**src/rtl/adc_port_pkg.sv**
```systemverilog
package adc_port_pkg;
    localparam int FRAME_BITS = 12;  // two lead zeros plus the result
    localparam int CAL_FIRST  = 17;  // falling edge that opens calibration
    localparam int CAL_LAST   = 32;  // falling edge that completes it
    localparam int CNT_W      = $clog2(CAL_LAST + 1);
endpackage

```
**src/rtl/adc_sync.sv**
```systemverilog
module adc_sync #(
    parameter int   STAGES  = 2,
    parameter logic RST_VAL = 1'b0
) (
    input  logic clk,
    input  logic rst_n,
    input  logic d_i,
    output logic q_o
);
    generate
        if (STAGES <= 1) begin : g_single
            logic r_q;
            always_ff @(posedge clk or negedge rst_n) begin
                if (!rst_n) r_q <= RST_VAL;
                else        r_q <= d_i;
            end
            assign q_o = r_q;
        end else begin : g_chain
            logic [STAGES-1:0] chain_q;
            always_ff @(posedge clk or negedge rst_n) begin
                if (!rst_n) chain_q <= {STAGES{RST_VAL}};
                else        chain_q <= {chain_q[STAGES-2:0], d_i};
            end
            assign q_o = chain_q[STAGES-1];
        end
    endgenerate
endmodule

```
**src/rtl/adc_offset_corrector.sv**
```systemverilog
module adc_offset_corrector #(
    parameter int RES_W = 10,
    parameter int OFS_W = 6
) (
    input  logic [RES_W-1:0]        raw_i,
    input  logic signed [OFS_W-1:0] ofs_i,
    output logic [RES_W-1:0]        corr_o
);
    localparam int DW = RES_W + 2;

    logic signed [DW-1:0] raw_ext;
    logic signed [DW-1:0] ofs_ext;
    logic signed [DW-1:0] diff;

    always_comb begin
        raw_ext = signed'({2'b00, raw_i});
        ofs_ext = signed'({{(DW-OFS_W){ofs_i[OFS_W-1]}}, ofs_i});
        diff    = raw_ext - ofs_ext;
        if (diff[DW-1]) begin
            corr_o = '0;                       // below zero
        end else if (diff[RES_W]) begin
            corr_o = {RES_W{1'b1}};            // above full scale
        end else begin
            corr_o = diff[RES_W-1:0];
        end
    end
endmodule

```
**src/rtl/adc_serial_port.sv**
```systemverilog
module adc_serial_port
    import adc_port_pkg::*;
#(
    parameter int RES_W       = 10,
    parameter int OFS_W       = 6,
    parameter int SYNC_STAGES = 2
) (
    input  logic             clk,
    input  logic             rst_n,
    input  logic             cs_n,
    input  logic             sclk,
    input  logic [RES_W-1:0] raw_result,
    input  logic [OFS_W-1:0] raw_offset,
    output logic             sdo,
    output logic             sdo_oe,
    output logic             cal_busy,
    output logic             cal_done
);
    localparam int PAD_W = FRAME_BITS - RES_W;
    localparam logic [CNT_W-1:0] EDGE_LIMIT  = CNT_W'(CAL_LAST);
    localparam logic [CNT_W-1:0] EDGE_OPEN   = CNT_W'(CAL_FIRST);
    localparam logic [CNT_W-1:0] EDGE_WORD   = CNT_W'(FRAME_BITS);

    typedef struct packed {
        logic                    in_frame;
        logic                    sclk_prev;
        logic [CNT_W-1:0]        edge_cnt;
        logic [FRAME_BITS-1:0]   word;
        logic                    busy;
        logic                    done;
        logic signed [OFS_W-1:0] offset;
    } port_st_t;

    port_st_t st_d, st_q;

    logic cs_s;
    logic sclk_s;
    logic fall_seen;
    logic [CNT_W-1:0] cnt_next;
    logic [RES_W-1:0] corrected;

    adc_sync #(.STAGES(SYNC_STAGES), .RST_VAL(1'b1)) u_cs_sync (
        .clk  (clk),
        .rst_n(rst_n),
        .d_i  (cs_n),
        .q_o  (cs_s)
    );

    adc_sync #(.STAGES(SYNC_STAGES), .RST_VAL(1'b0)) u_sclk_sync (
        .clk  (clk),
        .rst_n(rst_n),
        .d_i  (sclk),
        .q_o  (sclk_s)
    );

    adc_offset_corrector #(.RES_W(RES_W), .OFS_W(OFS_W)) u_corr (
        .raw_i (raw_result),
        .ofs_i (st_q.offset),
        .corr_o(corrected)
    );

    assign fall_seen = st_q.sclk_prev & ~sclk_s;
    assign cnt_next  = st_q.edge_cnt + 1'b1;

    always_comb begin
        st_d           = st_q;
        st_d.done      = 1'b0;
        st_d.sclk_prev = sclk_s;
        if (cs_s) begin
            st_d.in_frame = 1'b0;
            st_d.edge_cnt = '0;
            st_d.busy     = 1'b0;
            st_d.word     = '0;
        end else if (!st_q.in_frame) begin
            st_d.in_frame = 1'b1;
            st_d.edge_cnt = '0;
            st_d.word     = {{PAD_W{1'b0}}, corrected};
        end else if (fall_seen && (st_q.edge_cnt < EDGE_LIMIT)) begin
            st_d.edge_cnt = cnt_next;
            st_d.word     = {st_q.word[FRAME_BITS-2:0], 1'b0};
            if (cnt_next == EDGE_OPEN) begin
                st_d.busy = 1'b1;
            end
            if (cnt_next == EDGE_LIMIT) begin
                st_d.busy   = 1'b0;
                st_d.done   = 1'b1;
                st_d.offset = signed'(raw_offset);
            end
        end
    end

    always_ff @(posedge clk or negedge rst_n) begin
        if (!rst_n) begin
            st_q <= '0;
        end else begin
            st_q <= st_d;
        end
    end

    assign sdo      = st_q.in_frame & st_q.word[FRAME_BITS-1];
    assign sdo_oe   = st_q.in_frame;
    assign cal_busy = st_q.busy;
    assign cal_done = st_q.done;

    AST_RELEASE_ON_DESELECT: assert property (@(posedge clk) disable iff (!rst_n)
        cs_s |=> !sdo_oe && !cal_busy);
    AST_LOW_AFTER_WORD: assert property (@(posedge clk) disable iff (!rst_n)
        (sdo_oe && st_q.edge_cnt >= EDGE_WORD) |-> !sdo);
    AST_BUSY_WINDOW: assert property (@(posedge clk) disable iff (!rst_n)
        cal_busy |-> (st_q.edge_cnt >= EDGE_OPEN && st_q.edge_cnt < EDGE_LIMIT));
    AST_DONE_SINGLE: assert property (@(posedge clk) disable iff (!rst_n)
        cal_done |=> !cal_done);
    AST_DONE_AT_LIMIT: assert property (@(posedge clk) disable iff (!rst_n)
        cal_done |-> st_q.edge_cnt == EDGE_LIMIT);
    AST_OFFSET_ONLY_ON_DONE: assert property (@(posedge clk) disable iff (!rst_n)
        (st_q.offset != $past(st_q.offset)) |-> cal_done);
    AST_COUNT_SATURATES: assert property (@(posedge clk) disable iff (!rst_n)
        (st_q.edge_cnt == EDGE_LIMIT && !cs_s) |=> st_q.edge_cnt == EDGE_LIMIT);
    AST_COUNT_CLEARS: assert property (@(posedge clk) disable iff (!rst_n)
        cs_s |=> st_q.edge_cnt == '0);
endmodule

```
**config.mk**
```make
export PLATFORM = sky130hd
export DESIGN_NAME = adc_serial_port
export DESIGN_NICKNAME = d
export VERILOG_FILES = /design/src/rtl/adc_port_pkg.sv /design/src/rtl/adc_sync.sv /design/src/rtl/adc_offset_corrector.sv /design/src/rtl/adc_serial_port.sv
export SDC_FILE = /design/constraint.sdc
export NUM_CORES = 1
export LEC_CHECK = 0
export BUFFER_PORTS_ARGS = -buffer_cell sky130_fd_sc_hd__buf_2
export CAP_MARGIN = 0
export CORE_ASPECT_RATIO = 0.75
export CORE_UTILIZATION = 25
export CTS_CLUSTER_DIAMETER = 120
export DETAILED_ROUTE_END_ITERATION = 7
export GPL_ROUTABILITY_DRIVEN = 0
export SLEW_MARGIN = 15
export SYNTH_ARGS = -nofsm -noshare
export SYNTH_HDL_FRONTEND = slang
export SYNTH_SLANG_ARGS = --single-unit
```
**constraint.sdc**
```tcl
create_clock -name clk -period 2.8 [get_ports clk]
set_input_delay 0.56 -clock clk [delete_from_list [all_inputs] [get_ports clk]]
set_output_delay 0.56 -clock clk [all_outputs]
set_load 0.03 [all_outputs]
```
# After elaboration in Yosys (flattened, before gate mapping)
# Index checks and enable logic that the tools add are counted.
[totals] regBits=32 in_bits=20 output_inout_bits=4 wordCells=35
[op_classes] addsub=2 magnitude_cmp=1 n_eq_ne=3 n_mux=10 bitwise=4 reduce_logical=6
[ops] cell="two-way mux 26 bit" count=1
[ops] cell="two-way mux 10 bit" count=2
[ops] cell="two-way mux 19 bit" count=1
[ops] cell="two-way mux 18 bit" count=1
[ops] cell="two-way mux 8 bit" count=2
[ops] cell="subtractor 11 x 6 -> 12 bit" count=1
[ops] cell="two-way mux 7 bit" count=1
[ops] cell="adder 6 x 1 -> 6 bit (second input constant)" count=1
[ops] cell="equality test 6 x 5 -> 1 bit (second input constant)" count=1
[ops] cell="equality test 6 bit (second input constant)" count=1
[ops] cell="< comparator 6 bit (second input constant)" count=1
[ops] cell="AND reduction 4 bit" count=1
[ops] cell="nonzero test 2 bit" count=2
[ops] cell="inequality test 3 x 1 -> 1 bit (second input constant)" count=1
[ops] cell="AND reduction 3 bit" count=1
[ops] cell="nonzero test 3 bit" count=1
[ops] cell="bitwise AND 1 bit" count=2
[ops] cell="two-way mux 1 bit" count=2
[ops] cell="NOT 1 bit" count=2
[ops] cell="logical AND 1 bit" count=1

# Longest topological paths before layout
[depth] ltp_word=7 mapped_depth=10 ltp_nobuf=10

# By module
# Synthesis repeated with hierarchy kept, for this count alone.
[hier_totals] hier_cells=199 hier_area_um2=2015.7
[modules_own_cells] module="adc_serial_port" n_inst=1 cells_per_inst=116 area_per_inst_um2=1318.8 seq_area_each_um2=700.7
[modules_own_cells] module="adc_offset_corrector" n_inst=1 cells_per_inst=79 area_per_inst_um2=594.3 seq_area_each_um2=0.0
[modules_own_cells] module="adc_sync (u_cs_sync)" n_inst=1 cells_per_inst=2 area_per_inst_um2=52.6 seq_area_each_um2=52.6
[modules_own_cells] module="adc_sync (u_sclk_sync)" n_inst=1 cells_per_inst=2 area_per_inst_um2=50.0 seq_area_each_um2=50.0

# Worst setup path before layout
# Ideal clock, no wire load.
[synth_timing] path_type="input to register" startpoint="input raw_result[0]" endpoint="register st_q[17] in the netlist's numbering" t_arrival_ns=2.476 t_required_ns=2.722 path_slack_ns=0.246 cell_stages=10 path_cell_list="inv_1 > ha_1 > inv_1 > fa_1 > a211oi_1 > nor3_1 > o211a_1 > nor3_2 > o22ai_1 > a21oi_1"
[synth_via] elab_chain_cells=5
[synth_rtl] item="start, declared" line_no="adc_serial_port.sv:12" rtl="input logic [RES_W-1:0] raw_result,"
[synth_rtl] item="subtractor 11 x 6 -> 12 bit *" line_no="adc_offset_corrector.sv:18" rtl="diff = raw_ext - ofs_ext;"
[synth_rtl] item="two-way mux 10 bit" line_no="adc_offset_corrector.sv:21" rtl="end else if (diff[RES_W]) begin"
[synth_rtl] item="two-way mux 10 bit *" line_no="adc_offset_corrector.sv:19" rtl="if (diff[DW-1]) begin"
[synth_rtl] item="two-way mux 18 bit *" line_no="adc_serial_port.sv:74" rtl="end else if (!st_q.in_frame) begin"
[synth_rtl] item="two-way mux 19 bit *" line_no="adc_serial_port.sv:69" rtl="if (cs_s) begin"
[synth_rtl] item="end signal, assigned" line_no="adc_serial_port.sv:96" rtl="st_q <= st_d;"
[synth_rtl] item="end, declared" line_no="adc_serial_port.sv:34" rtl="port_st_t st_d, st_q;"
# Mark *: on every way between the ends. The rest lies on a longest branch, timed or not.
# A chain may end at the register's enable or synchronous reset.

# Worst setup path in the final report
[layout_timing] startpoint="input raw_result[0]" endpoint="register st_q[15] in the netlist's numbering"
# Same word-level chain as after synthesis.

==> impl_results.md <==
* First-pass GRT wire length at 7.78 mm
* Arrival time worst endpoint at 2720 ps
* Final WL at 4.41 mm
* Reg clk slew, reported paths at 70 ps
* Htree depth at 2
* Post-synth top area cell: dfrtp_1
* Async set or reset register ratio after synthesis at 100%
* Critical Path Start: raw_result[0]
* Initial antenna violation count at 0
* Post-synthesis mux area share at 4.85%
* Synthesis-stage register bit count at 32
* Worst Path Class, Setup: in -> reg
* Final Hold Viols at 0
* Adder-cell area share of the yosys netlist at 9.32%
* Gr ovfl total at 0
* Register area share after synthesis at 41.0%
* Maximum VDD drop at 187 µV
* Syn_area_per_cell at 9.38 µm²
* Worst path max stage delay at 410 ps
* Dpl cells at 333
* PwrDens at 463 mW/mm²
* Max-cap violations at 0
* Core area at 0.00747 mm²
* Global Route Usage Sum at 11.9%
* Port Buf Inserts at 23
* Main combinational cell family by area after synthesis: compound AO/OA/AOI/OAI gates
* FP Rows at 27
* Final ANT Viol Nets at 0
* Pins Over Slew Limit at 0
* Most numerous cell in the Yosys netlist: dfrtp_1
* Leak pwr at 1.06 nW
* R2r startpoint: st_q[5]$_DFFE_PN0P_
* Nets at 274
* Routed len/inst at 12.9 µm
* Clock root buffer master: clkbuf_8
* Top cells by count, synth: dfrtp_1 (30), nor2_1 (21), inv_1 (16)
* Post-CTS Hold Buffers at 0
* R2R depth at 7
* Pre-Repair DR Iteration Count at 4
* Clock Latency Late Sink at 280 ps
* Fraction of layout cells with a size suffix above 1 at 19.5%
* Status: finished, final reports clean
* WL met3 at 166 µm
* Worst Path Max Fanout at 10
* Number of global-route vias before repair at 1609
* CP max-delay cell: fa_1
* Post-synthesis xor/xnor area fraction at 4.47%
* Filler Cells Inserted at 787
* Initial Utilization at 26.3%
* Tcrit/Tclk final at 92.2%
* DRT iter0 DRCs at 42
* Slew @ Worst Pin at 727 ps
* I/O Pins at 24
* Top Metal Used: met3
* Commonest register cell after synthesis: dfrtp_1
* CP Data Required Time at 2940 ps
* Fmax at 388 MHz
* DRT met1 WL at 2.43 mm
* Ant diodes at 0
* Die Y at 78.7 µm
* Clock Tree Buf Depth at 2
* Hold Path Class: in -> async
* Crit path buffers/inverters at 5
* Yosys warns at 0
* Post-synth EDFFs at 0
* CP delay by family, top: adder cells
* Cells after Synth at 209
* Number of cells on the critical path at 13
* Netlist cell types at 47
* Setup violations, final at 0
* Post-synthesis simple-gate area fraction at 18.1%
* Die footprint at 0.00820 mm²
* Post-Syn Nets at 243
* Drt via density at 4.58
* Min Hold Slack at 337 ps
* Fin cells at 342
* CTS tree: built
* Crit end category: flip-flop
* Clock Sinks at 32
* Vias at 1565
* Largest net degree at the start of global routing at 33
* RSZ-0062 raised after global routing: false
* Width of the die at 104 µm
* Residual DRC at 0
* Synth top area share at 38.3%
* Area growth, synth to finish at 20.4%
* Slew HR at 51.6%
* TritonCTS buffer count at 5
* Met2 Routed Length at 1.81 mm
* Critical Path Source Type: input port
* Minimum clock period at 2580 ps
* HPWL Detailed at 3.23 mm
* Critical-path cell list: buf_2 > inv_1 > ha_1 > inv_1 > fa_1 > a211oi_1 > nor3_1 > buf_4 > nor4_1 > nor3_2 > buf_4 > a21oi_1 > o22ai_1
* Ranking of synthesized cells by area: dfrtp_1 (38%), ha_1 (8.3%), mux2i_1 (4.1%)
* Mapped cell area at 0.00196 mm²
* Clock skew at 5.08 ps
* Post-synthesis compound-gate area fraction at 18.4%
==> metrics by stage <==
step | worst slack, ps | TNS (ps) | area [µm²] | total power, mW | utilization (%)
floorplan | 246 | 0 | 1960 | 0.566 | -
global placement | -59.4 | -303 | 2220 | 0.610 | 29.7
detailed placement | -102 | -690 | 2220 | 0.611 | 29.7
CTS | 142 | 0 | 2340 | 1.11 | 31.4
global route | 76.5 | 0 | 2360 | 1.15 | 31.6
finish | 220 | 0 | 2360 | 1.09 | 31.6
==> layout make-up <==
class	instances	area, µm²	share of cell area (%)
Tap cell	101	126	5.36
Multi-Input combinational cell	157	1090	46.2
Clock buffer	7	96.3	4.08
Timing Repair Buffer	28	153	6.47
Clock inverter	1	30.0	1.27
Sequential cell	32	803	34.0
Inverter	16	60.1	2.55
==> what timing repair did <==
| item | in CTS | in global routing |
|---|---|---|
| endpoints found under the setup margin | 0 | 10 |
| buffers inserted | 0 | 1 |
| gates resized for setup | 0 | 3 |
==> flip-flops by register name, indices dropped and copies added, names as in the netlist <==
name and cells:
cal_done 1, sdo_oe 1, cal_busy 1, u_cs_sync.g_chain.chain_q 2, st_q 25, u_sclk_sync.g_chain.chain_q 2
==> power breakdown <==
| group | internal [mW] | total (mW) | switching, mW |
|---|---|---|---|
| logic | 0.0477 | 0.112 | 0.0642 |
| registers | 0.480 | 0.491 | 0.0111 |
| clock network | 0.314 | 0.490 | 0.176 |
==> layer usage <==
layer,GRT usage [%],vias up
li1,-,804
met1,17.3,740
met2,17.9,21
met3,3.53,0
met4,1.29,0
met5,0,-
==> kinds of logic (layout without fill, tap and decap cells) <==
family,count (synthesis),count (layout)
AO/OA/AOI/OAI,54,54
flip-flops,32,32
XOR/XNOR,10,10
AND/OR/NAND/NOR,70,70
multiplexers,9,9
adder cells (fa/ha/maj),14,14
buffers and inverters,20,52
==> cell usage in the layout (no fill, tap or decap), types with 7 or more instances in the layout <==
cell      Yosys  routed
dfrtp_1      30      30
buf_2         0      23
nor2_1       21      20
inv_1        16      16
nand2_1      15      15
ha_1         13      13
o21ai_0      12      12
a21oi_1      11      11
nand3_1       9       9
o22ai_1       9       9
xnor2_1       8       8
mux2i_1       8       8
clkbuf_8      0       7
==> worst paths after layout <==
kind,to,slack [ps]
max,st_q[15]$_DFFE_PN0P_,220
min,cal_busy$_DFFE_PN0P_,340
max reg2reg,st_q[14]$_DFFE_PN0P_,240
min reg2reg,u_sclk_sync.g_chain.chain_q[1]$_DFF_PN0_,350
max in group asynchronous,st_q[2]$_DFFE_PN0P_,2000
min in group clk,u_sclk_sync.g_chain.chain_q[1]$_DFF_PN0_,350
Power figures use the tool's default switching activity.
